$ cat config.mk
export PLATFORM = sky130hd
export DESIGN_NAME = spr_status_unit
export DESIGN_NICKNAME = d
export VERILOG_FILES = /design/src/rtl/spr_pkg.sv /design/src/rtl/spr_decode.sv /design/src/rtl/spr_msr_bits.sv /design/src/rtl/spr_resp.sv /design/src/rtl/spr_status_unit.sv
export SDC_FILE = /design/constraint.sdc
export NUM_CORES = 1
export LEC_CHECK = 0
export BUFFER_PORTS_ARGS = -buffer_cell sky130_fd_sc_hd__clkbuf_2
export CAP_MARGIN = 20
export CORE_UTILIZATION = 30
export DETAILED_ROUTE_END_ITERATION = 8
export GPL_TIMING_DRIVEN = 0
export PLACE_DENSITY = 0.77
export SLEW_MARGIN = 20
export SYNTH_ARGS = -nofsm -noshare
export SYNTH_HDL_FRONTEND = slang
export SYNTH_HIERARCHICAL = 1
export SYNTH_SLANG_ARGS = --single-unit
$ cat constraint.sdc
create_clock -name clk -period 1.7 [get_ports clk]
set_input_delay 0.34 -clock clk [delete_from_list [all_inputs] [get_ports clk]]
set_output_delay 0.34 -clock clk [all_outputs]
set_load 0.05 [all_outputs]
$ cat src/rtl/spr_pkg.sv
package spr_pkg;
  typedef enum logic [2:0] {
    ACC_NONE,
    ACC_ALIAS_RD,
    ACC_ALIAS_WR,
    ACC_VER_RD,
    ACC_VER_WR
  } acc_kind_t;

  typedef struct packed {
    logic ee;
    logic ri;
  } msr_bits_t;
endpackage

$ cat src/rtl/spr_decode.sv
module spr_decode
  import spr_pkg::*;
#(
  parameter int unsigned SPR_W      = 10,
  parameter int unsigned ALIAS_BASE = 80,
  parameter int unsigned ALIAS_CNT  = 3,
  parameter int unsigned VER_NUM    = 287,
  localparam int unsigned IDX_W     = $clog2(ALIAS_CNT)
) (
  input  logic [SPR_W-1:0] spr,
  input  logic             write,
  output acc_kind_t        kind,
  output logic [IDX_W-1:0] alias_idx
);
  logic [ALIAS_CNT-1:0] hit;
  logic                 ver_hit;

  for (genvar g = 0; g < ALIAS_CNT; g++) begin : g_alias
    assign hit[g] = (spr == SPR_W'(ALIAS_BASE + g));
  end

  assign ver_hit = (spr == SPR_W'(VER_NUM));

  always_comb begin
    alias_idx = '0;
    for (int i = 0; i < ALIAS_CNT; i++) begin
      if (hit[i]) alias_idx = IDX_W'(i);
    end
  end

  always_comb begin
    if (|hit)        kind = write ? ACC_ALIAS_WR : ACC_ALIAS_RD;
    else if (ver_hit) kind = write ? ACC_VER_WR : ACC_VER_RD;
    else             kind = ACC_NONE;
  end

  always_comb begin
    assert_hit_onehot_R10: assert ($onehot0({hit, ver_hit}));
  end
endmodule

$ cat src/rtl/spr_msr_bits.sv
module spr_msr_bits
  import spr_pkg::*;
#(
  parameter int unsigned IDX_W = 2
) (
  input  logic             clk,
  input  logic             rst_n,
  input  logic             load,
  input  logic [IDX_W-1:0] alias_idx,
  output msr_bits_t        bits
);
  msr_bits_t pattern;

  always_comb begin
    case (alias_idx)
      IDX_W'(0): pattern = '{ee: 1'b1, ri: 1'b1};
      IDX_W'(1): pattern = '{ee: 1'b0, ri: 1'b1};
      default:   pattern = '{ee: 1'b0, ri: 1'b0};
    endcase
  end

  always_ff @(posedge clk or negedge rst_n) begin
    if (!rst_n)    bits <= '{ee: 1'b0, ri: 1'b0};
    else if (load) bits <= pattern;
  end

  assert_hold_R11: assert property (@(posedge clk) disable iff (!rst_n)
    !load |=> bits == $past(bits));
  assert_set_both_R2: assert property (@(posedge clk) disable iff (!rst_n)
    (load && alias_idx == IDX_W'(0)) |=> (bits.ee && bits.ri));
  assert_ri_only_R3: assert property (@(posedge clk) disable iff (!rst_n)
    (load && alias_idx == IDX_W'(1)) |=> (!bits.ee && bits.ri));
endmodule

$ cat src/rtl/spr_resp.sv
module spr_resp
  import spr_pkg::*;
#(
  parameter int unsigned DATA_W    = 32,
  parameter int unsigned VER_FIELD = 32'h0002,
  parameter int unsigned REV_FIELD = 32'h0020,
  localparam int unsigned HALF     = DATA_W / 2
) (
  input  logic              clk,
  input  logic              rst_n,
  input  logic              fire,
  input  logic              super_mode,
  input  acc_kind_t         kind,
  output logic              rd_valid,
  output logic [DATA_W-1:0] rd_data,
  output logic              exc_unimpl,
  output logic              exc_priv
);
  localparam logic [DATA_W-1:0] VER_WORD =
    {HALF'(VER_FIELD), HALF'(REV_FIELD)};

  logic handled;
  logic good_read;
  logic bad_op;

  assign handled   = (kind != ACC_NONE);
  assign good_read = fire && super_mode && (kind == ACC_VER_RD);
  assign bad_op    = fire && super_mode &&
                     ((kind == ACC_ALIAS_RD) || (kind == ACC_VER_WR));

  always_ff @(posedge clk or negedge rst_n) begin
    if (!rst_n) begin
      rd_valid   <= 1'b0;
      rd_data    <= '0;
      exc_unimpl <= 1'b0;
      exc_priv   <= 1'b0;
    end else begin
      rd_valid   <= good_read;
      rd_data    <= good_read ? VER_WORD : '0;
      exc_unimpl <= bad_op;
      exc_priv   <= fire && handled && !super_mode;
    end
  end

  assert_one_resp_R9: assert property (@(posedge clk) disable iff (!rst_n)
    $onehot0({rd_valid, exc_unimpl, exc_priv}));
  assert_data_gated_R6: assert property (@(posedge clk) disable iff (!rst_n)
    !rd_valid |-> rd_data == '0);
  assert_quiet_R11: assert property (@(posedge clk) disable iff (!rst_n)
    !fire |=> !(rd_valid || exc_unimpl || exc_priv));
endmodule

$ cat src/rtl/spr_status_unit.sv
module spr_status_unit
  import spr_pkg::*;
#(
  parameter int unsigned SPR_W      = 10,
  parameter int unsigned DATA_W     = 32,
  parameter int unsigned ALIAS_BASE = 80,
  parameter int unsigned VER_NUM    = 287,
  parameter int unsigned VER_FIELD  = 32'h0002,
  parameter int unsigned REV_FIELD  = 32'h0020
) (
  input  logic              clk,
  input  logic              rst_n,
  input  logic              req_valid,
  output logic              req_ready,
  input  logic              req_write,
  input  logic [SPR_W-1:0]  req_spr,
  input  logic [DATA_W-1:0] req_wdata,
  input  logic              req_super,
  output logic              rd_valid,
  output logic [DATA_W-1:0] rd_data,
  output logic              exc_unimpl,
  output logic              exc_priv,
  output logic              not_handled,
  output logic              ee,
  output logic              ri
);
  localparam int unsigned ALIAS_CNT = 3;
  localparam int unsigned IDX_W     = $clog2(ALIAS_CNT);

  acc_kind_t        kind;
  logic [IDX_W-1:0] alias_idx;
  logic             fire;
  logic             msr_load;
  msr_bits_t        bits;

  assign req_ready   = 1'b1;
  assign fire        = req_valid && req_ready;
  assign not_handled = fire && (kind == ACC_NONE);
  assign msr_load    = fire && req_super && (kind == ACC_ALIAS_WR);

  spr_decode #(
    .SPR_W(SPR_W), .ALIAS_BASE(ALIAS_BASE),
    .ALIAS_CNT(ALIAS_CNT), .VER_NUM(VER_NUM)
  ) u_dec (
    .spr(req_spr), .write(req_write), .kind(kind), .alias_idx(alias_idx)
  );

  spr_msr_bits #(.IDX_W(IDX_W)) u_msr (
    .clk(clk), .rst_n(rst_n), .load(msr_load),
    .alias_idx(alias_idx), .bits(bits)
  );

  spr_resp #(
    .DATA_W(DATA_W), .VER_FIELD(VER_FIELD), .REV_FIELD(REV_FIELD)
  ) u_resp (
    .clk(clk), .rst_n(rst_n), .fire(fire), .super_mode(req_super),
    .kind(kind), .rd_valid(rd_valid), .rd_data(rd_data),
    .exc_unimpl(exc_unimpl), .exc_priv(exc_priv)
  );

  assign ee = bits.ee;
  assign ri = bits.ri;

  assert_user_refused_R8: assert property (@(posedge clk) disable iff (!rst_n)
    (req_valid && !req_super && !not_handled)
      |=> (exc_priv && ee == $past(ee) && ri == $past(ri)));
  assert_clear_ignores_data_R4: assert property (@(posedge clk) disable iff (!rst_n)
    (req_valid && req_super && req_write && req_spr == SPR_W'(ALIAS_BASE + 2)
      && req_wdata != '0) |=> (!ee && !ri));
  assert_alias_read_trap_R5: assert property (@(posedge clk) disable iff (!rst_n)
    (req_valid && req_super && !req_write && req_spr == SPR_W'(ALIAS_BASE + 1))
      |=> (exc_unimpl && !rd_valid && $stable(ee) && $stable(ri)));
  assert_foreign_silent_R10: assert property (@(posedge clk) disable iff (!rst_n)
    not_handled |=> (!rd_valid && !exc_unimpl && !exc_priv && $stable(ee) && $stable(ri)));
  assert_ver_write_trap_R7: assert property (@(posedge clk) disable iff (!rst_n)
    (req_valid && req_super && req_write && req_spr == SPR_W'(VER_NUM))
      |=> (exc_unimpl && $stable(ee) && $stable(ri)));
endmodule

==> impl_results.md <==
- Number of enable-type register cells in the synthesized netlist: 0
- Layout overhead on the synthesized area: 60.0%
- Prevailing post-synth register cell: sky130_fd_sc_hd__dfrtp_1
- Number of cells in the finished layout apart from fillers: 157
- Antenna violations before repair: 0
- Final-layout fill cell count: 202
- Share of flip-flops with an asynchronous set or reset after synthesis: 1.00
- Die height: 47.8 um
- Library cell with the highest instance count after synthesis: sky130_fd_sc_hd__buf_4
- Post-detailed-route count of antenna-violating nets: 0
- Core box area: 1960 sq um
- Post-route cell area: 1010 sq um
- Syn Std Cell Area: 629 sq um
- Std cell rows: 16
- Number of hold violations in the final report: 0
- Mean instance size in the synthesized netlist: 8.99 sq um
- Number of placed instances with taps included: 148
- Critical path arrival: 1520 ps
- Result of the run: complete, but fails checks
- Overall die area: 2280 sq um
- Hpwl dp: 1000 um
- Count of TritonRoute iterations in the first routing pass: 4
- Final Max Slew Viols: 0
- Worst min-delay path class: in2reg
- PortBufs: 22
- Num CTS Buffers: 3
- Antenna diode count: 0
- Area of combinational cells with multiple inputs: 405 sq um
- Post-placement setup slack: -481 ps
- Level count of the clock H-tree: 1
- Proportion of synthesized chip area in sequential cells: 0.199
- Register Area: 125 sq um
- Maximum clock frequency: 0.537 GHz
- CTS tree: done
- WL/cell: 7.41 um
- Violated checks: negative setup slack
- Ports: 86
- Tightest hold margin: 311 ps
- Post-DR vias/cell: 3.52
- Commonest cells in the synthesized netlist: 33 x sky130_fd_sc_hd__buf_4, 7 x sky130_fd_sc_hd__nand2_1, 5 x sky130_fd_sc_hd__dfrtp_1
- Biggest area contributors in the synthesized netlist: sky130_fd_sc_hd__buf_4 39%, sky130_fd_sc_hd__dfrtp_1 20%, sky130_fd_sc_hd__nor4b_2 9.5%
- RSZ-0062 raised after global routing: yes
- Routability-driven placement congestion ratio: 0.658
- GRT overflow: 0
- Maxcap violations: 0
- Critical path required time: 1360 ps
- Library cell used as clock root buffer: sky130_fd_sc_hd__clkbuf_4
- Detailed Route Iter0 Violations: 6
- Die Wd: 47.8 um
- Starting utilization of the core area: 0.321
- Synthesized instance count: 70
- Library cell occupying the most area in the post-synthesis netlist: sky130_fd_sc_hd__buf_4
- CTS clock-pin slew for the worst setup and hold paths: 40 ps
- Wire length reported by the detailed router: 1160 um
- Post-detailed-route DRC marker count: 0
- Later-pin clock latency in the skew report: 240 ps
- Global-route wire length before repair: 1610 um
- Post-route clock period utilization: 1.09
- Setup crit end kind: output port
- Largest voltage drop on the vdd net: 286 uV
- Layout cell share with drive strength beyond 1: 0.592
- Final Skew: 0 ps
- Fin nets: 178
- CP Class: in2out
- Via count of the first global-routing pass: 440
- Cell leakage power: 0.555 nW
- Number of synthesis warnings: 6
- Final setup margin: -161 ps
- Pin count of the biggest net entering global routing: 6
- Instance area after placement: 916 sq um
- GRT Resource Usage Total: 0.101
- Kind of start point of the critical path: primary input
- Number of unique standard cell types used by synthesis: 19
- Cell area power density: 518 nW/um^2
- Register bit total from synthesis: 5
- Total via count in the routed design: 552
- Final count of negative-setup-slack endpoints: 2
- Crit-path max FO: 3
- Maximum number of buffers from clock root to sink: 2
- Portion of synthesized cell area occupied by the leading cell type: 0.394
- Clk sinks: 5
- Setup total negative slack: -288 ps
- Final critical-path required period: 1860 ps
## power breakdown
| part | switching, mW | internal (mW) |
|---|---|---|
| sequential | 0.000392 | 0.120 |
| combinational | 0.188 | 0.0774 |
| clock | 0.0472 | 0.0887 |
## worst max-delay path: stages
cell and delay (ps):
sky130_fd_sc_hd__buf_6 90, sky130_fd_sc_hd__and4b_1 240, sky130_fd_sc_hd__or3b_4 390, sky130_fd_sc_hd__a21oi_4 200, sky130_fd_sc_hd__nor4b_4 70, sky130_fd_sc_hd__clkbuf_8 190
## layout by cell type, fill, tap and decap left out
master | synthesis | layout
sky130_fd_sc_hd__nor4b_4 | 0 | 2
sky130_fd_sc_hd__dfrtp_1 | 5 | 5
sky130_fd_sc_hd__or4b_4 | 1 | 1
sky130_fd_sc_hd__nor4b_2 | 4 | 2
sky130_fd_sc_hd__nand2_1 | 7 | 6
sky130_fd_sc_hd__dlygate4sd3_1 | 0 | 1
sky130_fd_sc_hd__buf_6 | 0 | 1
sky130_fd_sc_hd__nor3_2 | 1 | 1
sky130_fd_sc_hd__nor3b_2 | 3 | 3
sky130_fd_sc_hd__mux2i_1 | 1 | 1
sky130_fd_sc_hd__a21oi_4 | 0 | 1
sky130_fd_sc_hd__or3b_4 | 0 | 1
sky130_fd_sc_hd__nand2_2 | 0 | 1
sky130_fd_sc_hd__clkbuf_2 | 0 | 20
sky130_fd_sc_hd__clkbuf_4 | 0 | 3
sky130_fd_sc_hd__nor2_2 | 0 | 1
sky130_fd_sc_hd__conb_1 | 2 | 31
sky130_fd_sc_hd__inv_1 | 1 | 1
sky130_fd_sc_hd__clkbuf_1 | 0 | 1
sky130_fd_sc_hd__clkbuf_8 | 0 | 1
sky130_fd_sc_hd__a211oi_4 | 0 | 1
sky130_fd_sc_hd__nor3_1 | 2 | 2
sky130_fd_sc_hd__and4b_1 | 1 | 1
sky130_fd_sc_hd__nor2_1 | 2 | 1
sky130_fd_sc_hd__nand3_1 | 2 | 2
sky130_fd_sc_hd__xnor2_1 | 1 | 1
sky130_fd_sc_hd__mux2_4 | 1 | 1
sky130_fd_sc_hd__buf_4 | 33 | 37
## flip-flops by register name, indices dropped and copies added, names as in the netlist
signal	cells
u_resp/exc_unimpl	1
u_resp/rd_data	1
u_resp/exc_priv	1
u_msr/bits	2
## layer usage
layer	up-vias	global-route usage	part of all wire
met5	-	0	0
met4	0	0.0667	0.023
met3	4	0.0113	0.070
met2	32	0.208	0.57
met1	225	0.0895	0.33
li1	291	-	-
## stage by stage
stage           util  total power [mW]
6_report       0.513             0.522
2_1_floorplan      -             0.349
5_1_grt        0.513             0.546
4_1_cts        0.506             0.521
3_5_place_dp   0.467             0.378
3_3_place_gp   0.467             0.376
## kinds of logic (layout without fill, tap and decap cells)
family	count (synthesis)	in the layout	synth area share
flip-flops	5	5	0.199
AND/OR/NAND/NOR	24	24	0.308
multiplexers	2	2	0.0398
buffers and inverters	34	65	0.400
XOR/XNOR	1	1	0.0139
other	2	31	0.0119
AO/OA/AOI/OAI	2	2	0.0278
## final timing paths
path / endpoint / slack (ps) / depth (start not counted) / from
worst max-delay path: not_handled / -160 / 6 / req_spr[6]
worst min-delay path: u_resp/exc_priv$_DFF_PN0_ / 310 / 2 / req_super
min in group asynchronous: u_resp/rd_data[5]$_DFF_PN0_ / 440 / 2 / rst_n
max in group asynchronous: u_resp/exc_priv$_DFF_PN0_ / 1120 / 2 / rst_n
worst max register to register: u_msr/bits[1]$_DFFE_PN0P_ / 950 / 1 / u_msr/bits[1]$_DFFE_PN0P_
worst min register to register: u_msr/bits[1]$_DFFE_PN0P_ / 520 / 1 / u_msr/bits[1]$_DFFE_PN0P_
## timing repair
item | in CTS | in global routing
pin swaps | 3 | 2
hold buffers | 1 | 0
setup buffers | 3 | 1
setup endpoints to repair | 3 | 3
gates resized for setup | 4 | 1
hold endpoints to repair | 5 | 0
## cell type report
class	instances	area share
multi-input cells	60	0.402
plain buffers	33	0.246
repair buffers	27	0.164
flip-flops and latches	5	0.124
well taps	27	0.0335
clock buffers	4	0.0261
inverters	1	0.00373
No activity file was read; power rests on OpenSTA's default activity.
